### config.mk
export PLATFORM = sky130hd
export DESIGN_NAME = simd_sat_adder
export DESIGN_NICKNAME = d
export VERILOG_FILES = /design/src/rtl/simd_pkg.sv /design/src/rtl/simd_lane.sv /design/src/rtl/simd_lane_array.sv /design/src/rtl/simd_sat_adder.sv
export SDC_FILE = /design/constraint.sdc
export NUM_CORES = 1
export LEC_CHECK = 0
export BUFFER_PORTS_ARGS = -buffer_cell sky130_fd_sc_hd__buf_2
export CAP_MARGIN = 20
export CELL_PAD_IN_SITES_DETAIL_PLACEMENT = 0
export CELL_PAD_IN_SITES_GLOBAL_PLACEMENT = 1
export CORE_MARGIN = 4
export CORE_UTILIZATION = 45
export CTS_CLUSTER_DIAMETER = 30
export DETAILED_ROUTE_END_ITERATION = 8
export HOLD_SLACK_MARGIN = 0.06
export PLACE_DENSITY_LB_ADDON = 0.15
export SETUP_SLACK_MARGIN = 0.02
export SYNTH_ARGS = -nofsm -noshare
export SYNTH_HDL_FRONTEND = slang
export SYNTH_SLANG_ARGS = --single-unit
### constraint.sdc
create_clock -name clk -period 2.1 [get_ports clk]
set_clock_uncertainty 0.1 [all_clocks]
set_input_delay 0.42 -clock clk [delete_from_list [all_inputs] [get_ports clk]]
set_output_delay 0.42 -clock clk [all_outputs]
set_load 0.03 [all_outputs]
### src/rtl/simd_pkg.sv
package simd_pkg;

    typedef enum logic {
        ST_EMPTY = 1'b0,
        ST_FULL  = 1'b1
    } ctl_state_t;

    typedef enum logic [1:0] {
        AVG_NONE  = 2'b00,
        AVG_HALF  = 2'b01,
        AVG_EXACT = 2'b10,
        AVG_EXALT = 2'b11
    } avg_mode_t;

    localparam int NARROW_W = 8;
    localparam int WIDE_W   = 16;

endpackage

### src/rtl/simd_lane.sv
module simd_lane #(
    parameter int LW = 8
) (
    input  logic [LW-1:0] a,
    input  logic [LW-1:0] b,
    input  logic          sgn,
    input  logic          sat,
    input  logic [1:0]    avg,
    output logic [LW-1:0] y,
    output logic          clamp
);
    import simd_pkg::*;

    localparam int EW = LW + 2;

    logic signed [EW-1:0] ext_a;
    logic signed [EW-1:0] ext_b;
    logic signed [EW-1:0] sum;
    logic signed [EW-1:0] max_v;
    logic signed [EW-1:0] min_v;
    logic                 over;
    logic                 under;
    logic [LW-1:0]        base;
    logic [LW-1:0]        halved;
    avg_mode_t            mode;

    always_comb begin
        mode  = avg_mode_t'(avg);
        ext_a = sgn ? $signed({{2{a[LW-1]}}, a}) : $signed({2'b00, a});
        ext_b = sgn ? $signed({{2{b[LW-1]}}, b}) : $signed({2'b00, b});
        max_v = sgn ? $signed({3'b000, {(LW-1){1'b1}}})
                    : $signed({2'b00, {LW{1'b1}}});
        min_v = sgn ? $signed({3'b111, {(LW-1){1'b0}}})
                    : $signed({EW{1'b0}});
        sum   = ext_a + ext_b;
        over  = sum > max_v;
        under = sum < min_v;

        if (sat && over) begin
            base = max_v[LW-1:0];
        end else if (sat && under) begin
            base = min_v[LW-1:0];
        end else begin
            base = sum[LW-1:0];
        end

        halved = {sgn & base[LW-1], base[LW-1:1]};

        unique case (mode)
            AVG_NONE:  y = base;
            AVG_HALF:  y = halved;
            default:   y = sum[LW:1];
        endcase

        clamp = sat & (over | under) & ~avg[1];
    end

endmodule

### src/rtl/simd_lane_array.sv
module simd_lane_array #(
    parameter int W = 32
) (
    input  logic [W-1:0]   opa,
    input  logic [W-1:0]   opb,
    input  logic           lane16,
    input  logic           sgn,
    input  logic           sat,
    input  logic [1:0]     avg,
    output logic [W-1:0]   y,
    output logic [W/8-1:0] clamp
);
    import simd_pkg::*;

    localparam int NB = W / NARROW_W;
    localparam int NH = W / WIDE_W;

    logic [W-1:0]  y_nar;
    logic [W-1:0]  y_wid;
    logic [NB-1:0] c_nar;
    logic [NH-1:0] c_wid;

    for (genvar i = 0; i < NB; i++) begin : g_nar
        simd_lane #(.LW(NARROW_W)) u_lane (
            .a     (opa[i*NARROW_W +: NARROW_W]),
            .b     (opb[i*NARROW_W +: NARROW_W]),
            .sgn   (sgn),
            .sat   (sat),
            .avg   (avg),
            .y     (y_nar[i*NARROW_W +: NARROW_W]),
            .clamp (c_nar[i])
        );
    end

    for (genvar j = 0; j < NH; j++) begin : g_wid
        simd_lane #(.LW(WIDE_W)) u_lane (
            .a     (opa[j*WIDE_W +: WIDE_W]),
            .b     (opb[j*WIDE_W +: WIDE_W]),
            .sgn   (sgn),
            .sat   (sat),
            .avg   (avg),
            .y     (y_wid[j*WIDE_W +: WIDE_W]),
            .clamp (c_wid[j])
        );
    end

    always_comb begin
        if (lane16) begin
            y     = y_wid;
            clamp = {{(NB-NH){1'b0}}, c_wid};
        end else begin
            y     = y_nar;
            clamp = c_nar;
        end
    end

endmodule

### src/rtl/simd_sat_adder.sv
module simd_sat_adder #(
    parameter int W = 32
) (
    input  logic           clk,
    input  logic           rst_n,
    input  logic           in_valid,
    input  logic           lane16,
    input  logic           op_sat,
    input  logic           op_signed,
    input  logic [1:0]     op_avg,
    input  logic           flag_clr,
    input  logic [W-1:0]   opa,
    input  logic [W-1:0]   opb,
    output logic [W-1:0]   res,
    output logic           res_valid,
    output logic [W/8-1:0] sat_flags
);
    import simd_pkg::*;

    localparam int NF = W / NARROW_W;
    localparam int NH = W / WIDE_W;

    ctl_state_t    state_q;
    ctl_state_t    state_d;
    logic [W-1:0]  sum_d;
    logic [NF-1:0] clamp_d;
    logic [W-1:0]  res_q;
    logic [NF-1:0] flag_q;

    simd_lane_array #(.W(W)) u_array (
        .opa    (opa),
        .opb    (opb),
        .lane16 (lane16),
        .sgn    (op_signed),
        .sat    (op_sat),
        .avg    (op_avg),
        .y      (sum_d),
        .clamp  (clamp_d)
    );

    // next-state logic
    always_comb begin
        unique case (state_q)
            ST_EMPTY: state_d = in_valid ? ST_FULL : ST_EMPTY;
            ST_FULL:  state_d = in_valid ? ST_FULL : ST_EMPTY;
            default:  state_d = ST_EMPTY;
        endcase
    end

    // state register
    always_ff @(posedge clk or negedge rst_n) begin
        if (!rst_n) begin
            state_q <= ST_EMPTY;
        end else begin
            state_q <= state_d;
        end
    end

    // data and flag registers
    always_ff @(posedge clk or negedge rst_n) begin
        if (!rst_n) begin
            res_q  <= '0;
            flag_q <= '0;
        end else begin
            if (in_valid) begin
                res_q <= sum_d;
            end
            flag_q <= (flag_clr ? '0 : flag_q) | (in_valid ? clamp_d : '0);
        end
    end

    // outputs
    always_comb begin
        res       = res_q;
        res_valid = (state_q == ST_FULL);
        sat_flags = flag_q;
    end

    AST_VALID_NEXT: assert property (@(posedge clk) disable iff (!rst_n)
        in_valid |=> res_valid);
    AST_VALID_DROP: assert property (@(posedge clk) disable iff (!rst_n)
        !in_valid |=> !res_valid);
    AST_RES_HOLD: assert property (@(posedge clk) disable iff (!rst_n)
        !in_valid |=> $stable(res));
    AST_FLAG_STICKY: assert property (@(posedge clk) disable iff (!rst_n)
        !flag_clr |=> ((sat_flags & $past(sat_flags)) == $past(sat_flags)));
    AST_FLAG_CLEAR: assert property (@(posedge clk) disable iff (!rst_n)
        (flag_clr && !in_valid) |=> (sat_flags == '0));
    AST_WRAP_NOFLAG: assert property (@(posedge clk) disable iff (!rst_n)
        (in_valid && !op_sat && !flag_clr) |=> $stable(sat_flags));
    AST_EXACT_NOFLAG: assert property (@(posedge clk) disable iff (!rst_n)
        (in_valid && op_avg[1] && !flag_clr) |=> $stable(sat_flags));
    AST_WIDE_UPPER: assert property (@(posedge clk) disable iff (!rst_n)
        (in_valid && lane16 && !flag_clr) |=>
            (sat_flags[NF-1:NH] == $past(sat_flags[NF-1:NH])));

endmodule

; ---- Word-level counts from Yosys, hierarchy flattened
; Cells that the tools add are included.
[totals]
romBits = 0
output_inout_bits = 37
word_cells = 100
regBits = 37
mem_bits_rw = 0
n_memories = 0
input_bits = 73
latchBits = 0
[op_classes]
shift = 0
reduce_logical = 13
bitwise_logic = 26
div = 0
muxes = 39
eq_ne = 1
n_lt_le_gt_ge = 12
add_sub_neg = 6
mul = 0
[ops]
columns = operator, count
row1 = 10-bit two-way mux, 9
row2 = 18-bit two-way mux, 5
row3 = 16-bit two-way mux, 5
row4 = 8-bit two-way mux, 9
row5 = 16-bit case mux with 2 select lines, 2
row6 = 8-bit case mux with 2 select lines, 4
row7 = 10-bit adder, 4
row8 = 10-bit < comparator, 4
row9 = 18-bit adder, 2
row10 = 18-bit < comparator, 2
row11 = 32-bit two-way mux, 1
row12 = 10-bit greater-than comparator, 3
row13 = 1-bit AND, 18
row14 = 18-bit by 17-bit greater-than comparator with 1-bit output, 1
row15 = 18-bit greater-than comparator, 1
row16 = 1-bit logical AND, 12
row17 = 4-bit two-way mux, 3
row18 = 10-bit by 9-bit greater-than comparator with 1-bit output, 1
row19 = 1-bit bitwise OR, 6
row20 = 4-bit bitwise OR, 1
row21 = "2-bit by 1-bit equality test with 1-bit output, second input constant", 1
row22 = 2-bit zero test, 1
row23 = 1-bit two-way mux, 1
row24 = 1-bit inverter, 1

; ---- Longest topological paths before layout
; Gate-level depths: netlist of the first run.
[logic_depth]
ltp_word = 9
depth_mapped = 20
depth_no_buf = 20

; ---- Modules after synthesis
; Synthesis of the first run repeated with hierarchy kept, for this count alone.
[unflattened]
hier_cells = 1011
hier_area_um2 = 8339.2
[modules_own_cells]
columns = mod, seq_area_each_um2, cells_each, area_per_inst_um2, n_inst
row1 = simd_lane (u_array.g_wid[0].u_lane ...), 0.0, 224, 1580.3, 2
row2 = simd_sat_adder, 925.9, 85, 1496.4, 1
row3 = simd_lane (u_array.g_nar[1].u_lane ...), 0.0, 107, 744.5, 2
row4 = simd_lane (u_array.g_nar[0].u_lane), 0.0, 118, 847.1, 1
row5 = simd_lane (u_array.g_nar[2].u_lane), 0.0, 106, 779.5, 1
row6 = simd_lane_array, 0.0, 40, 566.8, 1

; ---- Worst setup path after synthesis of the first run
; OpenSTA, ideal clock, no wires.
[synth_timing]
path_kind = input to register
start = in op_signed
end = reg res_q[0], in the netlist res[0]
path_slack_ps = -2045
t_arrival_ps = 3942
stages = 17
t_required_ps = 1896
path_cell_list = clkbuf_1 clkbuf_1 clkbuf_1 and2_1 ha_1 clkbuf_1 or3_1 o211ai_1 nor2_1 ha_1 nor2b_1 nor3_1 mux2i_1 nor2_1 nor3_1 a22oi_1 a221oi_1
[synth_via]
elab_chain_cells = 8
word_cells_on_any_way = 25
cone_classes = add/sub (2) / order compare (4) / mux (15) / reduce/logical (4)
[synth_rtl]
columns = item, line
row1 = "start, declared", simd_sat_adder.sv:9  ; input logic op_signed,
row2 = 18-bit two-way mux (tied with other cells), simd_lane.sv:29  ; ext_a = sgn ? $signed({{2{a[LW-1]}}, a}) : $signed({2'b00, a});
row3 = 18-bit adder / 10-bit adder (equally long branches), simd_lane.sv:35  ; sum = ext_a + ext_b;
row4 = 18-bit < comparator / 10-bit < comparator (equally long branches), simd_lane.sv:37  ; under = sum < min_v;
row5 = 1-bit logical AND, simd_lane.sv:41  ; end else if (sat && under) begin
row6 = 16-bit two-way mux / 8-bit two-way mux (equally long branches), simd_lane.sv:41
row7 = 16-bit two-way mux / 8-bit two-way mux (equally long branches), simd_lane.sv:39  ; if (sat && over) begin
row8 = 16-bit case mux with 2 select lines / 8-bit case mux with 2 select lines (equally long branches), simd_lane.sv:49  ; unique case (mode)
row9 = 32-bit two-way mux *, simd_lane_array.sv:48  ; if (lane16) begin
row10 = "end signal, assigned", simd_sat_adder.sv:66  ; res_q <= sum_d;
row11 = "end, declared", simd_sat_adder.sv:27  ; logic [W-1:0] res_q;
; Every way passes the cells marked *; elsewhere a longest branch is shown, timed or not.
; A chain may end at the register's enable or synchronous reset.

; ---- Worst setup path after layout of the first run
[layout_timing]
start = in opa[6]
end = reg res_q[14], in the netlist res[14]
[layout_via]
elab_chain_cells = 8
word_cells_on_any_way = 10
cone_classes = add/sub (1) / order compare (2) / mux (5) / reduce/logical (2)
[layout_rtl]
columns = item, line
row1 = "start, declared", simd_sat_adder.sv:12  ; input logic [W-1:0] opa,
row2 = 18-bit two-way mux *, simd_lane.sv:29
row3 = 18-bit adder *, simd_lane.sv:35
row4 = 18-bit < comparator, simd_lane.sv:37
row5 = 1-bit logical AND, simd_lane.sv:41
row6 = 16-bit two-way mux, simd_lane.sv:41
row7 = 16-bit two-way mux, simd_lane.sv:39
row8 = 16-bit case mux with 2 select lines *, simd_lane.sv:49
row9 = 32-bit two-way mux *, simd_lane_array.sv:48
; Marked as above.

==> results.sh, run 1 <==
export IMPL_hold_viol_final=0
export IMPL_final_core_util_pct=79.2
export IMPL_gp_congestion=0.959
export IMPL_seq_area_frac_synth_pct=15.2
export IMPL_cts_sinks=37
export IMPL_power_density_nw_per_um2=596
export IMPL_synthMuxAreaShare_pct=1.56
export IMPL_synthArstFlopShare_pct=100
export IMPL_synth_seq_cells=37
export IMPL_most_common_layout_cells="buf_4, buf_2, nand2_1"
export IMPL_cts_root_buf="clkbuf_16"
export IMPL_fmax_ghz=0.286
export IMPL_cts_htree_levels=2
export IMPL_synthDistinctLibCells=81
export IMPL_die_w_um=124
export IMPL_crit_fanout=5
export IMPL_ir_worst_vdd_uv=391
export IMPL_io_pins=110
export IMPL_hold_path_class="input pin to async pin"
export IMPL_synthAdderAreaFrac_pct=13.6
export IMPL_vias=8389
export IMPL_clkSlewWorstSetupHoldPaths_ps=60
export IMPL_syn_area_per_cell_um2=7.28
export IMPL_dieArea_um2=15500
export IMPL_routedWlPerCell_um=18.2
export IMPL_cts_buffers=5
export IMPL_leakage_nw=4.88
export IMPL_synth_compound_area_share_pct=35.4
export IMPL_final_common_cell="buf_4"
export IMPL_grt_pass1_vias=8119
export IMPL_drt_iter0_drc=988
export IMPL_gr_total_overflow=0
export IMPL_tightest_slew_ps=778
export IMPL_synth_edff_count=0
export IMPL_start_kind="input pin"
export IMPL_diodes=0
export IMPL_synth_largest_area_cell="dfrtp_1"
export IMPL_violations="negative setup slack"
export IMPL_core_area_um2=13200
export IMPL_drc_errors=0
export IMPL_layout_cells_non_filler=1385
export IMPL_synthSimpleGateAreaFrac_pct=21.8
export IMPL_synth_top_family_by_area="compound AO/OA/AOI/OAI gates"
export IMPL_drive_above_1_share_pct=49.6
export IMPL_setup_violations_final=36
export IMPL_crit_type="input pin to flip-flop"
export IMPL_place_ws_ps=-1900
export IMPL_tritoncts="yes"
export IMPL_via_per_inst=6.06
export IMPL_fin_ws_ps=-1400
export IMPL_nets=1345
export IMPL_outcome="finished with violations"
export IMPL_period_share_pct=167
export IMPL_drv_slew=0
export IMPL_rsz0062_at_grt="true"
export IMPL_syn_area_um2=6100
export IMPL_dp_hpwl_mm=18.1
export IMPL_grt_pass1_wl_mm=39.4
export IMPL_grt_max_degree=40
export IMPL_reg2reg_depth=2
export IMPL_critical_path_arrival_ps=3570
export IMPL_cp_required_ps=2170
export IMPL_place_inst=1329
export IMPL_cts_buffer_depth=2
export IMPL_area_growth_pct=72.1
export IMPL_synth_fp_nets=974
export IMPL_cap_violations=0
export IMPL_dr_pass1_iters=5
export IMPL_yosysWarnings=0
export IMPL_ant_nets=0
export IMPL_setup_worst_path_end_class="flip-flop"
export IMPL_grt_usage_pct=29.9
export IMPL_ys_top_cells_by_area="dfrtp_1, ha_1, a21oi_1, nand2_1, o21ai_0"
export IMPL_clkLatencyLatePin_ps=280
export IMPL_wirelength_mm=25.2
export IMPL_hold_buffers=0
export IMPL_fp_row_count=42
export IMPL_relSlewSlack_pct=47.8
export IMPL_syn_inst=837
export IMPL_die_h_um=124
export IMPL_synth_main_ff_cell="dfrtp_1"
export IMPL_start_util_pct=46.0
export IMPL_synth_top_cell_area_share_pct=15.2
export IMPL_total_power_w=0.00626
export IMPL_period_minus_slack_ps=3500
export IMPL_synth_xor_area_share_pct=6.14
export IMPL_numPortBuffers=109
export IMPL_antenna_found_initial=0
## worst paths after layout
| path | start | slack (ps) | endpoint |
|---|---|---|---|
| worst max-delay path | opa[6] | -1400 | res[14] |
| worst min-delay path | rst_n | 100 | res[20] |
| worst max register to register | res[21] | 1030 | res[21] |
| worst min register to register | sat_flags[3] | 420 | sat_flags[3] |
| max in group asynchronous | rst_n | 1420 | res[5] |
| min in group clk | flag_clr | 270 | sat_flags[2] |
## logic make-up after synthesis
logic type      Yosys count
flops                    37
compound gates          322
xor+xnor                 41
fa+ha+maj                64
mux                       9
buf+inv                 100
simple gates            264
## worst max-delay path, stage by stage
cell       delay (ps)
buf_6             100
ha_4              260
a2111oi_4         310
o21ai_2           150
nand4_1           120
nand3b_1          150
a21o_1            190
a21o_1            180
xnor2_2           170
inv_1              70
ha_2              150
nor2b_1            40
nor3_1            130
mux2i_1            90
buf_4             160
nor2_4            190
nor2_4             70
a221oi_2          280
nand4_1           140
and3_4            200
## per-layer routing
layer | up-vias | share of wire [%] | GRT usage [%]
met5 | - | 0 | 0
met4 | 0 | 2.5 | 8.32
met3 | 74 | 8.9 | 4.33
met2 | 482 | 47 | 50.1
met1 | 3983 | 41 | 40.3
li1 | 3850 | - | -
## cell type report
class                      count  area [um^2]
clock buffer                   7          153
clock inverter                 1         5.00
fill                         917         2750
inverter                      57          214
multi-input combinational    701         5960
sequential                    37          926
tap                          176          220
timing repair buffer         406         3020
## power by group
| group | internal [W] | total (W) | switching (W) |
|---|---|---|---|
| registers | 0.000851 | 0.000948 | 0.0000973 |
| clock network | 0.000504 | 0.000816 | 0.000312 |
| logic | 0.00216 | 0.00449 | 0.00233 |
| total | 0.00351 | 0.00626 | 0.00274 |
## synthesized netlist by cell type, types with 5 or more instances
master,n
o21a_1,9
nor3_1,17
and2_1,17
a31oi_1,17
xor2_1,9
nor2_1,54
nand3_1,15
and3_1,9
nand2b_1,12
clkbuf_1,31
a21o_1,21
a21oi_1,81
inv_1,56
dfrtp_1,37
o21ai_0,56
o21bai_1,6
buf_2,8
nor2b_1,22
nand4_1,10
o21ai_1,8
o211ai_1,8
a211oi_1,15
ha_1,60
mux2i_1,5
o22ai_1,9
o221ai_1,5
a22oi_1,15
xnor2_1,30
nand2_1,82
a221oi_1,17
## state kept, by name, summed over array words and instances, names as in the netlist
register / cells
res_valid: 1
res: 32
sat_flags: 4
## stage by stage
stage               area (um^2)  hold WS, ps  TNS (ps)
floorplan                  6600         24.4    -48120
global placement           8980          381    -57920
detailed placement         8980          396    -60900
CTS                       10000          111    -43230
global route              10500          130    -49570
finish                    10500          102    -44330
## timing repair
action | CTS | global route
endpoints found under the setup margin | 36 | 36
pin swaps | 102 | 49
gates cloned | 1 | 0
resized for setup | 118 | 80
endpoints found under the hold margin | 0 | 0
buffers inserted | 41 | 13
Note: power is estimated with default switching activity, not from simulation.
==> inputs of run 2 (changes only) <==
--- a/config.mk
+++ b/config.mk
@@ -15,6 +15,7 @@
 export DETAILED_ROUTE_END_ITERATION = 8
 export HOLD_SLACK_MARGIN = 0.06
 export PLACE_DENSITY_LB_ADDON = 0.15
+export RECOVER_POWER = 100
 export SETUP_SLACK_MARGIN = 0.02
 export SYNTH_ARGS = -nofsm -noshare
 export SYNTH_HDL_FRONTEND = slang
==> run 2 against run 1 <==
Against the previous run: combinational power fell by 0.9%; critical path depth is the same; sequential share of layout area about the same; fmax about the same; wire length is 0.27% higher; the flow finishes with violations (max-capacitance violations, max-slew violations, negative setup slack); clock power about the same.
==> results.sh, run 2 (synthesized netlist as in run 1, its figures left out) <==
export IMPL_outcome="finished with violations"
export IMPL_violations="max-capacitance violations, max-slew violations, negative setup slack"
export IMPL_place_inst=1329
export IMPL_layout_cells_non_filler=1385
export IMPL_wirelength_mm=25.3
export IMPL_place_area_um2=8980
export IMPL_cts_root_buf="clkbuf_16"
export IMPL_fp_row_count=42
export IMPL_switchingPower_w=0.00275
export IMPL_nets=1345
export IMPL_drive_above_1_share_pct=46.5
export IMPL_fmax_ghz=0.286
export IMPL_cpLargestDelayFamily="compound AO/OA/AOI/OAI gates"
export IMPL_hold_viol_final=0
export IMPL_ir_worst_vdd_uv=390
export IMPL_drc_errors=0
export IMPL_grt_usage_pct=29.9
export IMPL_clkPwrFrac_pct=13.1
export IMPL_dieArea_um2=15500
export IMPL_finalInstanceArea_um2=10400
export IMPL_start_util_pct=46.0
export IMPL_final_common_cell="buf_4"
export IMPL_drv_slew=40
export IMPL_start_kind="input pin"
export IMPL_cts_buffer_depth=2
export IMPL_crit_slowest_cell="a2111oi_4"
export IMPL_antenna_found_initial=0
export IMPL_cp_num_buf_inv=3
export IMPL_period_share_pct=167
export IMPL_gp_congestion=0.959
export IMPL_cts_htree_levels=2
export IMPL_hold_path_class="input pin to flip-flop"
export IMPL_clkSlewWorstSetupHoldPaths_ps=60
export IMPL_leakage_nw=4.78
export IMPL_crit_path_start="opa[6]"
export IMPL_tritoncts="yes"
export IMPL_relSlewSlack_pct=-1.91
export IMPL_diodes=0
export IMPL_critical_path_arrival_ps=3570
export IMPL_die_h_um=124
export IMPL_ant_nets=0
export IMPL_io_pins=110
export IMPL_cts_buffers=5
export IMPL_crit_type="input pin to flip-flop"
export IMPL_power_density_nw_per_um2=596
export IMPL_final_core_util_pct=78.8
export IMPL_seq_power_share_pct=15.3
export IMPL_grt_max_degree=40
export IMPL_setup_violations_final=36
export IMPL_swShare_pct=44.2
export IMPL_gr_total_overflow=0
export IMPL_cp_required_ps=2170
export IMPL_dp_hpwl_mm=18.1
export IMPL_intPower_w=0.00347
export IMPL_die_w_um=124
export IMPL_via_per_inst=6.02
export IMPL_tightest_slew_ps=1530
export IMPL_fin_ws_ps=-1400
export IMPL_core_area_um2=13200
export IMPL_hold_start="flag_clr"
export IMPL_comb_power_share_pct=71.5
export IMPL_grt_pass1_vias=8119
export IMPL_cts_sinks=37
export IMPL_most_common_layout_cells="buf_4, nand2_1, a21oi_1"
export IMPL_largest_reg_flops=32
export IMPL_numPortBuffers=109
export IMPL_area_growth_pct=71.2
export IMPL_r2r_start="res[21]"
export IMPL_period_minus_slack_ps=3500
export IMPL_rsz0062_at_grt="true"
export IMPL_dr_pass1_iters=6
export IMPL_vias=8344
export IMPL_crit_fanout=5
export IMPL_cap_violations=1
export IMPL_grt_pass1_wl_mm=39.4
export IMPL_routedWlPerCell_um=18.2
export IMPL_cp_cell_sequence="buf_6, ha_4, a2111oi_4, o21ai_2, nand4_1, nand3b_1, a21o_1, a21o_1, xnor2_2, inv_1, ha_2, nor2b_1, nor3_1, mux2i_1, buf_4, nor2_4, nor2_4, a221oi_2, nand4_1, and3_4"
export IMPL_setup_worst_path_end_class="flip-flop"
export IMPL_clkLatencyLatePin_ps=280
export IMPL_slowest_delay_ps=310
export IMPL_drt_iter0_drc=997
-- run 2: layout make-up --
class | instances | area [um^2]
Timing Repair Buffer | 406 | 2960
Multi-Input combinational cell | 701 | 5960
Inverter | 57 | 214
Clock buffer | 7 | 153
Fill cell | 940 | 2810
Sequential cell | 37 | 926
Clock inverter | 1 | 5.00
Tap cell | 176 | 220
-- run 2: repair_timing --
item	CTS	global route
hold buffers	0	0
gates resized for setup	118	80
cloned	1	0
pin swaps	102	49
buffers inserted	41	13
setup endpoints to repair	36	36
-- run 2: worst paths after layout --
| check | slack [ps] | to | cells past startpoint |
|---|---|---|---|
| min in group asynchronous | 300 | res[20] | 2 |
| worst min register to register | 420 | sat_flags[3] | 2 |
| worst max register to register | 960 | res[21] | 2 |
| worst max-delay path | -1400 | res[14] | 20 |
| max in group asynchronous | 950 | res[5] | 2 |
| worst min-delay path | 280 | sat_flags[2] | 2 |
-- run 2: worst reg2reg max path, delay by kind of cell, from the launching register on --
family | cells | cell delay (ps)
flops | 1 | 370
simple gates | 1 | 140
compound gates | 1 | 400
-- run 2: routing by layer --
metal | global-route usage [%] | part of all wire, % | up-vias
met3 | 4.33 | 8.6 | 66
li1 | - | - | 3853
met1 | 40.3 | 42 | 3966
met5 | 0 | 0 | -
met2 | 50.1 | 47 | 459
met4 | 8.32 | 2.5 | 0
-- run 2: power groups by stage --
| stage | logic, W | clock network, W | registers (W) |
|---|---|---|---|
| 2_1_floorplan | 0.00183 | 0 | 0.00121 |
| 3_3_place_gp | 0.00351 | 0 | 0.000949 |
| 3_5_place_dp | 0.00360 | 0 | 0.000954 |
| 4_1_cts | 0.00410 | 0.000818 | 0.000941 |
| 5_1_grt | 0.00475 | 0.000856 | 0.000962 |
| 6_report | 0.00445 | 0.000817 | 0.000953 |
-- run 2: per-stage QoR --
stage | power [W] | worst slack [ps] | setup TNS, ps | hold slack [ps]
after floorplan | 0.00304 | -1550 | -48120 | 24.4
after global placement | 0.00446 | -1790 | -57920 | 381
after detailed placement | 0.00456 | -1900 | -60900 | 396
after CTS | 0.00586 | -1370 | -43230 | 111
after global routing | 0.00657 | -1560 | -50170 | 262
final | 0.00622 | -1400 | -44370 | 277
